**src/rtl/utx_pkg.sv**
```systemverilog
package utx_pkg;
  localparam logic [4:0] NULL_ADDR = 5'd31;

  function automatic int cell_words(input int wide16, input int cell54);
    int bytes;
    bytes = (cell54 != 0) ? 54 : 52;
    return (wide16 != 0) ? bytes / 2 : bytes;
  endfunction
endpackage

```
**src/rtl/utx_rst_sync.sv**
```systemverilog
module utx_rst_sync (
  input  logic clk,
  input  logic rst_n,
  output logic rst_n_sync
);
  logic [1:0] stage_q;

  always_ff @(posedge clk or negedge rst_n) begin
    if (!rst_n) stage_q <= 2'b00;
    else        stage_q <= {stage_q[0], 1'b1};
  end

  assign rst_n_sync = stage_q[1];
endmodule

```
**src/rtl/utx_poll_resp.sv**
```systemverilog
module utx_poll_resp #(
  parameter int NUM_PORTS = 8,
  parameter bit SINGLE    = 1'b0
) (
  input  logic                 clk,
  input  logic                 rst_n,
  input  logic [4:0]           poll_addr,
  input  logic [NUM_PORTS-1:0] cell_flag,
  output logic                 clav
);
  logic clav_nxt;

  generate
    if (SINGLE) begin : g_single
      always_comb clav_nxt = cell_flag[0];
    end else begin : g_multi
      always_comb begin
        clav_nxt = 1'b0;
        for (int i = 0; i < NUM_PORTS; i++) begin
          if (poll_addr == 5'(i) && poll_addr != utx_pkg::NULL_ADDR)
            clav_nxt = cell_flag[i];
        end
      end
    end
  endgenerate

  always_ff @(posedge clk or negedge rst_n) begin
    if (!rst_n) clav <= 1'b0;
    else        clav <= clav_nxt;
  end
endmodule

```
**src/rtl/utx_port_sel.sv**
```systemverilog
module utx_port_sel #(
  parameter int NUM_PORTS = 8,
  parameter int W         = 16,
  parameter bit SINGLE    = 1'b0
) (
  input  logic                   clk,
  input  logic                   rst_n,
  input  logic [4:0]             poll_addr,
  input  logic                   enb_n,
  input  logic                   cell_idle,
  input  logic                   cell_done,
  input  logic [NUM_PORTS*W-1:0] q_data,
  input  logic [NUM_PORTS-1:0]   q_valid,
  output logic [4:0]             sel_port,
  output logic                   sel_live,
  output logic [W-1:0]           head_word,
  output logic                   head_valid
);
  logic [4:0] port_nxt;
  logic       live_nxt;
  logic       sel_en;
  logic       addr_hit;

  always_comb begin
    addr_hit = 1'b0;
    for (int i = 0; i < NUM_PORTS; i++)
      if (poll_addr == 5'(i) && poll_addr != utx_pkg::NULL_ADDR) addr_hit = 1'b1;
  end

  assign sel_en = (enb_n && cell_idle) || cell_done;

  generate
    if (SINGLE) begin : g_single
      always_comb begin
        port_nxt = 5'd0;
        live_nxt = 1'b1;
      end
    end else begin : g_multi
      always_comb begin
        port_nxt = sel_port;
        live_nxt = sel_live;
        if (cell_done) begin
          live_nxt = 1'b0;
        end else if (enb_n && cell_idle) begin
          live_nxt = addr_hit;
          port_nxt = addr_hit ? poll_addr : 5'd0;
        end
      end
    end
  endgenerate

  always_ff @(posedge clk or negedge rst_n) begin
    if (!rst_n) begin
      sel_port <= 5'd0;
      sel_live <= 1'b0;
    end else if (sel_en) begin
      sel_port <= port_nxt;
      sel_live <= live_nxt;
    end
  end

  always_comb begin
    head_word  = '0;
    head_valid = 1'b0;
    for (int i = 0; i < NUM_PORTS; i++) begin
      if (sel_port == 5'(i)) begin
        head_word  = q_data[i*W +: W];
        head_valid = q_valid[i];
      end
    end
  end
endmodule

```
**src/rtl/utx_cell_seq.sv**
```systemverilog
module utx_cell_seq #(
  parameter int W     = 16,
  parameter int WORDS = 27
) (
  input  logic         clk,
  input  logic         rst_n,
  input  logic         xfer,
  input  logic [W-1:0] word_in,
  output logic         cell_idle,
  output logic         cell_done,
  output logic [W-1:0] tx_data,
  output logic         tx_soc,
  output logic         tx_par
);
  localparam int CW = $clog2(WORDS);

  logic [CW-1:0] cnt_q, cnt_nxt;
  logic [W-1:0]  data_nxt;
  logic          soc_nxt, par_nxt;
  logic          last_word;

  assign last_word = (cnt_q == CW'(WORDS - 1));
  assign cell_idle = (cnt_q == '0);
  assign cell_done = xfer && last_word;

  always_comb begin
    cnt_nxt  = cnt_q;
    data_nxt = tx_data;
    par_nxt  = tx_par;
    soc_nxt  = 1'b0;
    if (xfer) begin
      cnt_nxt  = last_word ? '0 : cnt_q + 1'b1;
      data_nxt = word_in;
      par_nxt  = ~(^word_in);
      soc_nxt  = cell_idle;
    end
  end

  always_ff @(posedge clk or negedge rst_n) begin
    if (!rst_n) begin
      cnt_q   <= '0;
      tx_data <= '0;
      tx_soc  <= 1'b0;
      tx_par  <= 1'b1;
    end else begin
      cnt_q   <= cnt_nxt;
      tx_data <= data_nxt;
      tx_soc  <= soc_nxt;
      tx_par  <= par_nxt;
    end
  end
endmodule

```
**src/rtl/utx_mphy_slave.sv**
```systemverilog
module utx_mphy_slave #(
  parameter int NUM_PORTS = 8,
  parameter bit WIDE16    = 1'b1,
  parameter bit CELL54    = 1'b1,
  parameter bit SINGLE    = 1'b0,
  localparam int W        = 8 + 8 * int'(WIDE16),
  localparam int WORDS    = utx_pkg::cell_words(int'(WIDE16), int'(CELL54))
) (
  input  logic                   clk,
  input  logic                   rst_n,
  input  logic [4:0]             poll_addr,
  input  logic                   enb_n,
  output logic                   clav,
  output logic [W-1:0]           tx_data,
  output logic                   tx_soc,
  output logic                   tx_par,
  input  logic [NUM_PORTS*W-1:0] q_data,
  input  logic [NUM_PORTS-1:0]   q_valid,
  output logic [NUM_PORTS-1:0]   q_rd,
  input  logic [NUM_PORTS-1:0]   cell_flag
);
  logic         rst_n_s;
  logic [4:0]   sel_port;
  logic         sel_live;
  logic [W-1:0] head_word;
  logic         head_valid;
  logic         cell_idle, cell_done;
  logic         xfer;

  utx_rst_sync rst_i (.clk(clk), .rst_n(rst_n), .rst_n_sync(rst_n_s));

  utx_poll_resp #(.NUM_PORTS(NUM_PORTS), .SINGLE(SINGLE)) poll_i (
    .clk(clk), .rst_n(rst_n_s), .poll_addr(poll_addr),
    .cell_flag(cell_flag), .clav(clav)
  );

  utx_port_sel #(.NUM_PORTS(NUM_PORTS), .W(W), .SINGLE(SINGLE)) sel_i (
    .clk(clk), .rst_n(rst_n_s), .poll_addr(poll_addr), .enb_n(enb_n),
    .cell_idle(cell_idle), .cell_done(cell_done), .q_data(q_data),
    .q_valid(q_valid), .sel_port(sel_port), .sel_live(sel_live),
    .head_word(head_word), .head_valid(head_valid)
  );

  assign xfer = !enb_n && sel_live && head_valid;

  utx_cell_seq #(.W(W), .WORDS(WORDS)) seq_i (
    .clk(clk), .rst_n(rst_n_s), .xfer(xfer), .word_in(head_word),
    .cell_idle(cell_idle), .cell_done(cell_done), .tx_data(tx_data),
    .tx_soc(tx_soc), .tx_par(tx_par)
  );

  always_comb begin
    q_rd = '0;
    for (int i = 0; i < NUM_PORTS; i++)
      if (xfer && sel_port == 5'(i)) q_rd[i] = 1'b1;
  end
endmodule

```
**config.mk**
```make
export PLATFORM = sky130hd
export DESIGN_NAME = utx_mphy_slave
export DESIGN_NICKNAME = d
export VERILOG_FILES = /design/src/rtl/utx_pkg.sv /design/src/rtl/utx_rst_sync.sv /design/src/rtl/utx_poll_resp.sv /design/src/rtl/utx_port_sel.sv /design/src/rtl/utx_cell_seq.sv /design/src/rtl/utx_mphy_slave.sv
export SDC_FILE = /design/constraint.sdc
export NUM_CORES = 1
export LEC_CHECK = 0
export CAP_MARGIN = 20
export CORE_ASPECT_RATIO = 1.25
export CORE_MARGIN = 5
export CORE_UTILIZATION = 34
export DETAILED_ROUTE_END_ITERATION = 10
export HOLD_SLACK_MARGIN = 0.15
export PLACE_DENSITY = 0.85
export RECOVER_POWER = 100
export SLEW_MARGIN = 20
export SYNTH_ARGS = -nofsm -noshare
export SYNTH_HDL_FRONTEND = slang
export SYNTH_HIERARCHICAL = 1
export SYNTH_SLANG_ARGS = --single-unit
```
**constraint.sdc**
```tcl
create_clock -name clk -period 2.6 [get_ports clk]
set_clock_uncertainty 0.05 [all_clocks]
set_input_delay 0.52 -clock clk [delete_from_list [all_inputs] [get_ports clk]]
set_output_delay 0.52 -clock clk [all_outputs]
set_load 0.1 [all_outputs]
```
==> results of run 1 <==
synthesized netlist by cell type, types with 2 or more instances:
cell	number
a221o_1	6
clkbuf_1	7
xor2_1	2
dfrtp_1	31
nand4b_1	2
a31o_2	6
o21ai_0	30
nor3_1	2
nand2b_1	5
and2_1	4
o221ai_1	4
a21oi_1	16
a32o_1	3
or2_2	3
nor2_1	22
xnor2_1	13
nand4_1	2
a22oi_1	3
a222oi_1	2
buf_2	12
a211o_1	6
nor2b_1	14
ha_1	3
nand3b_1	7
mux2_2	19
nand2_1	21
nand3_1	8
buf_6	2
o32ai_1	3
mux4_2	4
nand4bb_1	2
mux2i_1	16
a22o_1	7
inv_1	14
o22ai_1	7
buf_4	2
power breakdown:
| group | switching, mW | internal, mW | leakage (nW) | total (mW) |
|---|---|---|---|---|
| sequential | 0.000665 | 0.500 | 0.425 | 0.501 |
| combinational | 0.114 | 0.272 | 1.59 | 0.385 |
| clock | 0.178 | 0.242 | 0.0515 | 0.419 |
| total | 0.292 | 1.01 | 2.06 | 1.31 |
final timing paths:
check                             startpoint                end  slack, ns
max                        sel_i/sel_port[0]            q_rd[0]      -0.32
min                         rst_i/stage_q[0]   rst_i/stage_q[1]       0.31
max reg2reg                sel_i/sel_port[0]       seq_i/tx_par      -0.22
min reg2reg                 rst_i/stage_q[0]   rst_i/stage_q[1]       0.31
max in group asynchronous   rst_i/stage_q[1]  sel_i/sel_port[0]       0.81
min in group asynchronous              rst_n   rst_i/stage_q[1]       0.42
area by class of cell:
type | instances | share of cell area, %
diodes | 1 | 0.0477
clock buffers | 8 | 1.91
inverters | 14 | 1.00
multi-input cells | 259 | 39.1
flip-flops and latches | 32 | 15.3
well taps | 97 | 2.31
repair buffers | 223 | 40.3
metrics by stage:
step / cells / area, um^2 / TNS [ns]
3_5_place_dp: 615 / 5070 / -3.55
3_3_place_gp: 615 / 5070 / -2.95
5_1_grt: 634 / 5250 / -3.10
4_1_cts: 632 / 5280 / -2.22
2_1_floorplan: 329 / 3020 / -4.05
6_report: 634 / 5250 / -2.27
sequential cells by signal (all words and copies together) (netlist names):
| signal | count |
|---|---|
| poll_i/clav | 1 |
| rst_i/stage_q | 2 |
| sel_i/sel_live | 1 |
| sel_i/sel_port | 5 |
| seq_i/cnt_q | 5 |
| seq_i/tx_data | 16 |
| seq_i/tx_par | 1 |
| seq_i/tx_soc | 1 |
worst max-delay path, stage by stage, from the launching register on:
cell and delay [ns]:
dfrtp_2 0.47, mux4_2 0.38, o221ai_2 0.10, nor2_2 0.11, or4b_4 0.51, nor4_4 0.29, buf_12 0.21
per-layer routing:
layer	share of wire [%]	wire length, um	up-vias
met1	37	4300	1623
li1	-	-	1638
met3	9.3	1070	19
met2	51	5910	134
met4	2.2	250	0
met5	0	0	-
logic make-up (layout without fill, tap and decap cells):
group | Yosys count | count (layout) | synth area share, %
AOI/OAI and AO/OA | 99 | 99 | 23.5
DFF | 32 | 32 | 27.6
buffers and inverters | 38 | 245 | 6.20
muxes | 41 | 41 | 17.4
xor gates and xnor gates | 15 | 15 | 4.52
adders and majority gates | 3 | 3 | 1.29
and+or+nand+nor | 100 | 100 | 19.4
other | 1 | 2 | 0.129
timing repair:
action | CTS | global route
setup buffers | 9 | 2
resized for setup | 19 | 7
setup endpoints to repair | 9 | 9
gates cloned | 0 | 0
pin swaps | 14 | 8
hold endpoints to repair | 0 | 0
==> results.md, run 1 <==
* Status: finished with violations
* Failing checks: capacitance limit, slew limit, setup timing
* Storage element area at ~800 um^2
* Final Util at between 60% and 70%
* Synthesized area at 2910 um^2
* Vias at 3414
* Most common cell after layout, fill and taps aside: clkdlybuf4s50_1
* Syn nets at 484
* Worst hold path depth at 0
* TritonCTS clock tree: built
* Main area contributors after synthesis: dfrtp_1 27%, mux2_2 7.4%, mux2i_1 5.5%, o21ai_0 5.2%, xnor2_1 3.9%
* # setup viols final at 9
* Peak supply drop at 0.245 mV
* Synth warnings at 6
* Clk root buf: clkbuf_8
* Setup CP Type: flip-flop to output port
* Seq/Total Area, Yosys at about 28%
* Die X at around 93 um
* Max Freq at 342 MHz
* Multi-input combinational cell area at between 2000 and 2500 um^2
* Die Footprint at 10500 um^2
* Vias in the first global route at roughly 3.6k
* WP data arrival at 2.35 ns
* Layout cell share with drive strength beyond 1 at 22.0%
* Filler cells at approximately 690
* Synth-to-layout area growth at 80.6%
* Max clock buf depth at 2
* Fin nets at around 700
* Worst-Margin Slew at around 1.6 ns
* First-pass GRT wire length at 17700 um
* #FFs+latches synth at 32
* Unique masters post-synth at 55
* Core Rows at 37
* Hold Worst Slack at 0.310 ns
* Leak at 2.06 nW
* R2R cell count at 13
* Die height at 113 um
* Final min period at 2.92 ns
* Num CTS Buffers at 5
* Met2 usage at 39.0%
* PD cells at 249 nW/um^2
* Slack of the critical path at -0.324 ns
* Met1 GRT Util at 22.9%
* Initial Utilization at 35.1%
* Post-Syn Area per Cell at between 8 and 9 um^2
* Synth area leader: dfrtp_1
* Place WS at -0.566 ns
* Num Clock Sinks at 32
* Setup crit end kind: output port
* Final period util at 112%
* Core area at 8290 um^2
* Largest net degree at the start of global routing at 31
* Count of final hold-check violations at 0
* Final wirelength at ~12000 um
* Drt pass-1 iters at 4
* WL/cell at 18.2 um
* Cts hold-fix bufs at 0
* Io pins at 179
* Max-slew headroom at -4.43%
* Worst Hold Class: flip-flop to flip-flop
* RSZ-0062 raised after global routing: yes
* GRT Total Usage at 20.9%
* Post-route ant nets at 0
* M3 GR Usage at 6.33%
* Number of synthesized flops with an enable pin at 0
* Worst EP required at 2.03 ns
* Worst-path clk slew at 0.07 ns
* Gr busiest metal: met2
* Final Wtd Congestion at ~0.88
* Violation count after the first detailed-routing iteration at about 130
* Mapped Cells at roughly 330
* Ys async rst share at between 90% and 100%
* Initial antenna violation count at 1
* Prevailing post-synth register cell: dfrtp_1
* Max_cap viols at 1
* PortBufs at 178
* Worst-Skew Late Latency at 0.28 ns
* Power Total at roughly 1.3 mW
* Fin. max-slew vios at 31
* Crit path launch type: flip-flop
* Gr ovfl total at 0
* Maximum net fanout on the critical path at 5
* Vias per cell at ~5.4
* Post-synth top area share at 26.7%
* H-tree depth at 2
* Dpl hpwl at 9470 um
* Commonest cells after routing, fill and taps aside: 143 x clkdlybuf4s50_1, 37 x buf_4, 30 x o21ai_0, 29 x dfrtp_1, 21 x clkbuf_1
* # DRC at 0
Note: power is estimated with default switching activity, not from simulation.
==> inputs of run 2 (changes only) <==
--- a/config.mk
+++ b/config.mk
@@ -5,13 +5,12 @@
 export SDC_FILE = /design/constraint.sdc
 export NUM_CORES = 1
 export LEC_CHECK = 0
-export CAP_MARGIN = 20
 export CORE_ASPECT_RATIO = 1.25
 export CORE_MARGIN = 5
-export CORE_UTILIZATION = 34
+export CORE_UTILIZATION = 41
 export DETAILED_ROUTE_END_ITERATION = 10
 export HOLD_SLACK_MARGIN = 0.15
-export PLACE_DENSITY = 0.85
+export PLACE_DENSITY = 0.95
 export RECOVER_POWER = 100
 export SLEW_MARGIN = 20
 export SYNTH_ARGS = -nofsm -noshare
==> constraint.sdc (replaced) <==
create_clock -name clk -period 3.8 [get_ports clk]
set_clock_uncertainty 0.05 [all_clocks]
set_input_delay 0.76 -clock clk [delete_from_list [all_inputs] [get_ports clk]]
set_output_delay 0.76 -clock clk [all_outputs]
set_load 0.1 [all_outputs]
==> run 2 against run 1 <==
The flow finishes with violations (capacitance limit, slew limit); sequential cell count is the same; global-route usage rose by 3.3 points; via count is 2.4% lower; critical path depth up 1; total power shrank 35%; count of clock-buffer cells in the layout decreased by 1; final cell count fell by 7.1%; setup slack improved by 0.50 ns; worst hold slack worse by 0.012 ns; clock power down 41%; sequential power down 32%; largest power group unchanged; non-clock buffer count is 37 lower; critical path type is now primary input to output port; critical endpoint unchanged.
==> results.md, run 2 (same netlist as run 1, synthesis figures left out) <==
* Status: finished with violations
* Failing checks: capacitance limit, slew limit
* Fin nets at 653 (-5.4%)
* Most common cell after layout, fill and taps aside: clkdlybuf4s50_1
* Initial antenna violation count at 0 (-1)
* Commonest cells after routing, fill and taps aside: 149 x clkdlybuf4s50_1, 30 x o21ai_0, 29 x dfrtp_1
* Worst EP required at 2.99 ns (+0.96 ns)
* Violation count after the first detailed-routing iteration at 155 (+24%)
* Leak at 1.91 nW (-7.4%)
* Initial Utilization at 41.9% (+6.8 points)
* Top flop regs: seq_i/tx_data: 16 flops, sel_i/sel_port: 5 flops, seq_i/cnt_q: 5 flops
* Drt pass-1 iters at 9 (+5)
* Setup TNS Final at 0 ns (+2.27 ns)
* Psw at 0.196 mW (-33%)
* Hold Worst Slack at 0.298 ns (-0.0122 ns)
* Dpl hpwl at 9220 um (-2.6%)
* Core area at 6930 um^2 (-16%)
* Worst-Margin Slew at 1.58 ns (+0.0119 ns)
* Worst-path clk slew at 0.06 ns (about the same)
* Switching share of power at 23.1% (+0.71 points)
* TritonCTS clock tree: built
* Largest net degree at the start of global routing at 58 (+87%)
* Synth-to-layout area growth at 67.6%
* Vias per cell at 5.66 (+5.1%)
* Max clock buf depth at 2 (unchanged)
* Die height at 104 um (-8.1%)
* Max_cap viols at 1 (unchanged)
* Gr ovfl total at 0 (unchanged)
* WP data arrival at 2.82 ns (+0.47 ns)
* Worst-Skew Late Latency at 0.27 ns (about the same)
* Core Rows at 34 (-8.1%)
* Max Freq at 276 MHz
* Die Footprint at 8890 um^2 (-15%)
* GRT Total Usage at 24.2% (+3.3 points)
* Num Clock Sinks at 32 (unchanged)
* Layout cell share with drive strength beyond 1 at 11.4% (-11 points)
* Flop pwr share at 40.3% (+1.9 points)
* Final wirelength at 11300 um (-1.7%)
* Vias at 3332 (-2.4%)
* Comb pwr share at 30.6% (+1.1 points)
* Clock power frac at 29.1% (-3.0 points)
* Vias in the first global route at 3474 (-2.7%)
* Largest register FFs at 16 (unchanged)
* Resize count post-CTS at 0 (-19)
* Internal power at 0.654 mW (-36%)
* Io pins at 179 (unchanged)
* Cts hold-fix bufs at 0 (unchanged)
* Biggest register: seq_i/tx_data
* Maximum net fanout on the critical path at 4 (-1)
* Count of final hold-check violations at 0 (unchanged)
* WL/cell at 19.2 um (+5.8%)
* Final Wtd Congestion at 0.943 (+7.3%)
* First-pass GRT wire length at 17300 um (-1.9%)
* PortBufs at 178 (unchanged)
* Die X at 85.3 um (-8.0%)
* Final period util at 95.4%
* Setup CP Type: primary input to output port
* Num CTS Buffers at 5 (unchanged)
* H-tree depth at 2 (unchanged)
* Peak supply drop at 0.262 mV (+6.9%)
* Max-slew headroom at -5.23% (-0.79 points)
* Antenna Cells at 0 (-1)
* RSZ-0062 raised after global routing: no
* Final min period at 3.63 ns
* Fin. max-slew vios at 31 (unchanged)
* Final Util at 70.3% (+6.9 points)
* PD cells at 174 nW/um^2 (-30%)
* Setup crit end kind: output port
* # Post-CTS Setup Buffers at 0 (-9)
* Worst Hold Class: flip-flop to flip-flop
* # setup viols final at 0 (-9)
* # DRC at 0 (unchanged)
* Post-route ant nets at 0 (unchanged)
* Clk root buf: clkbuf_8
* Crit path launch type: primary input
run 2: path summary, 6_finish.rpt:
check	from	slack, ns	depth (start not counted)	to
setup reg to reg	sel_i/sel_port[2]	0.47	9	seq_i/cnt_q[4]
hold reg to reg	rst_i/stage_q[0]	0.30	0	rst_i/stage_q[1]
setup / recovery	q_valid[1]	0.17	7	q_rd[0]
min in group asynchronous	rst_n	0.67	1	rst_i/stage_q[1]
hold / removal	rst_i/stage_q[0]	0.30	0	rst_i/stage_q[1]
max in group asynchronous	rst_i/stage_q[1]	1.99	1	sel_i/sel_port[0]
run 2: worst max-delay path: stages:
cell and delay (ns):
clkdlybuf4s50_1 0.46, mux4_2 0.26, o221ai_1 0.17, nor2_1 0.18, or4b_4 0.54, nor4_4 0.22
buf_12 0.22
run 2: layer usage:
layer | GRT usage, % | part of all wire (%) | vias to the layer above
li1 | - | - | 1565
met1 | 27.6 | 38 | 1566
met2 | 43.9 | 50 | 179
met3 | 5.55 | 9.1 | 22
met4 | 7.35 | 2.6 | 0
met5 | 0 | 0 | -
run 2: layout make-up:
class | count | area (um^2)
Clock buffer | 7 | 76.3
Clock inverter | 1 | 5.00
Fill cell | 530 | 2060
Inverter | 14 | 52.6
Multi-Input combinational cell | 259 | 1920
Sequential cell | 32 | 805
Tap cell | 90 | 113
Timing Repair Buffer | 186 | 1900
run 2: metrics by stage:
stage	setup WS [ns]	instances	instance area, um^2	power, mW
2_1_floorplan	-0.342	329	2920	0.432
3_3_place_gp	0.286	581	4850	0.605
3_5_place_dp	0.159	581	4850	0.611
4_1_cts	0.144	589	4930	0.858
5_1_grt	0.0739	589	4870	0.888
6_report	0.174	589	4870	0.850
run 2: power groups by stage:
stage / Clock (mW) / Combinational (mW) / Sequential (mW)
after floorplan: 0 / 0.0741 / 0.358
after global placement: 0 / 0.256 / 0.349
after detailed placement: 0 / 0.262 / 0.349
after CTS: 0.251 / 0.264 / 0.343
after global routing: 0.267 / 0.278 / 0.343
final: 0.248 / 0.260 / 0.343
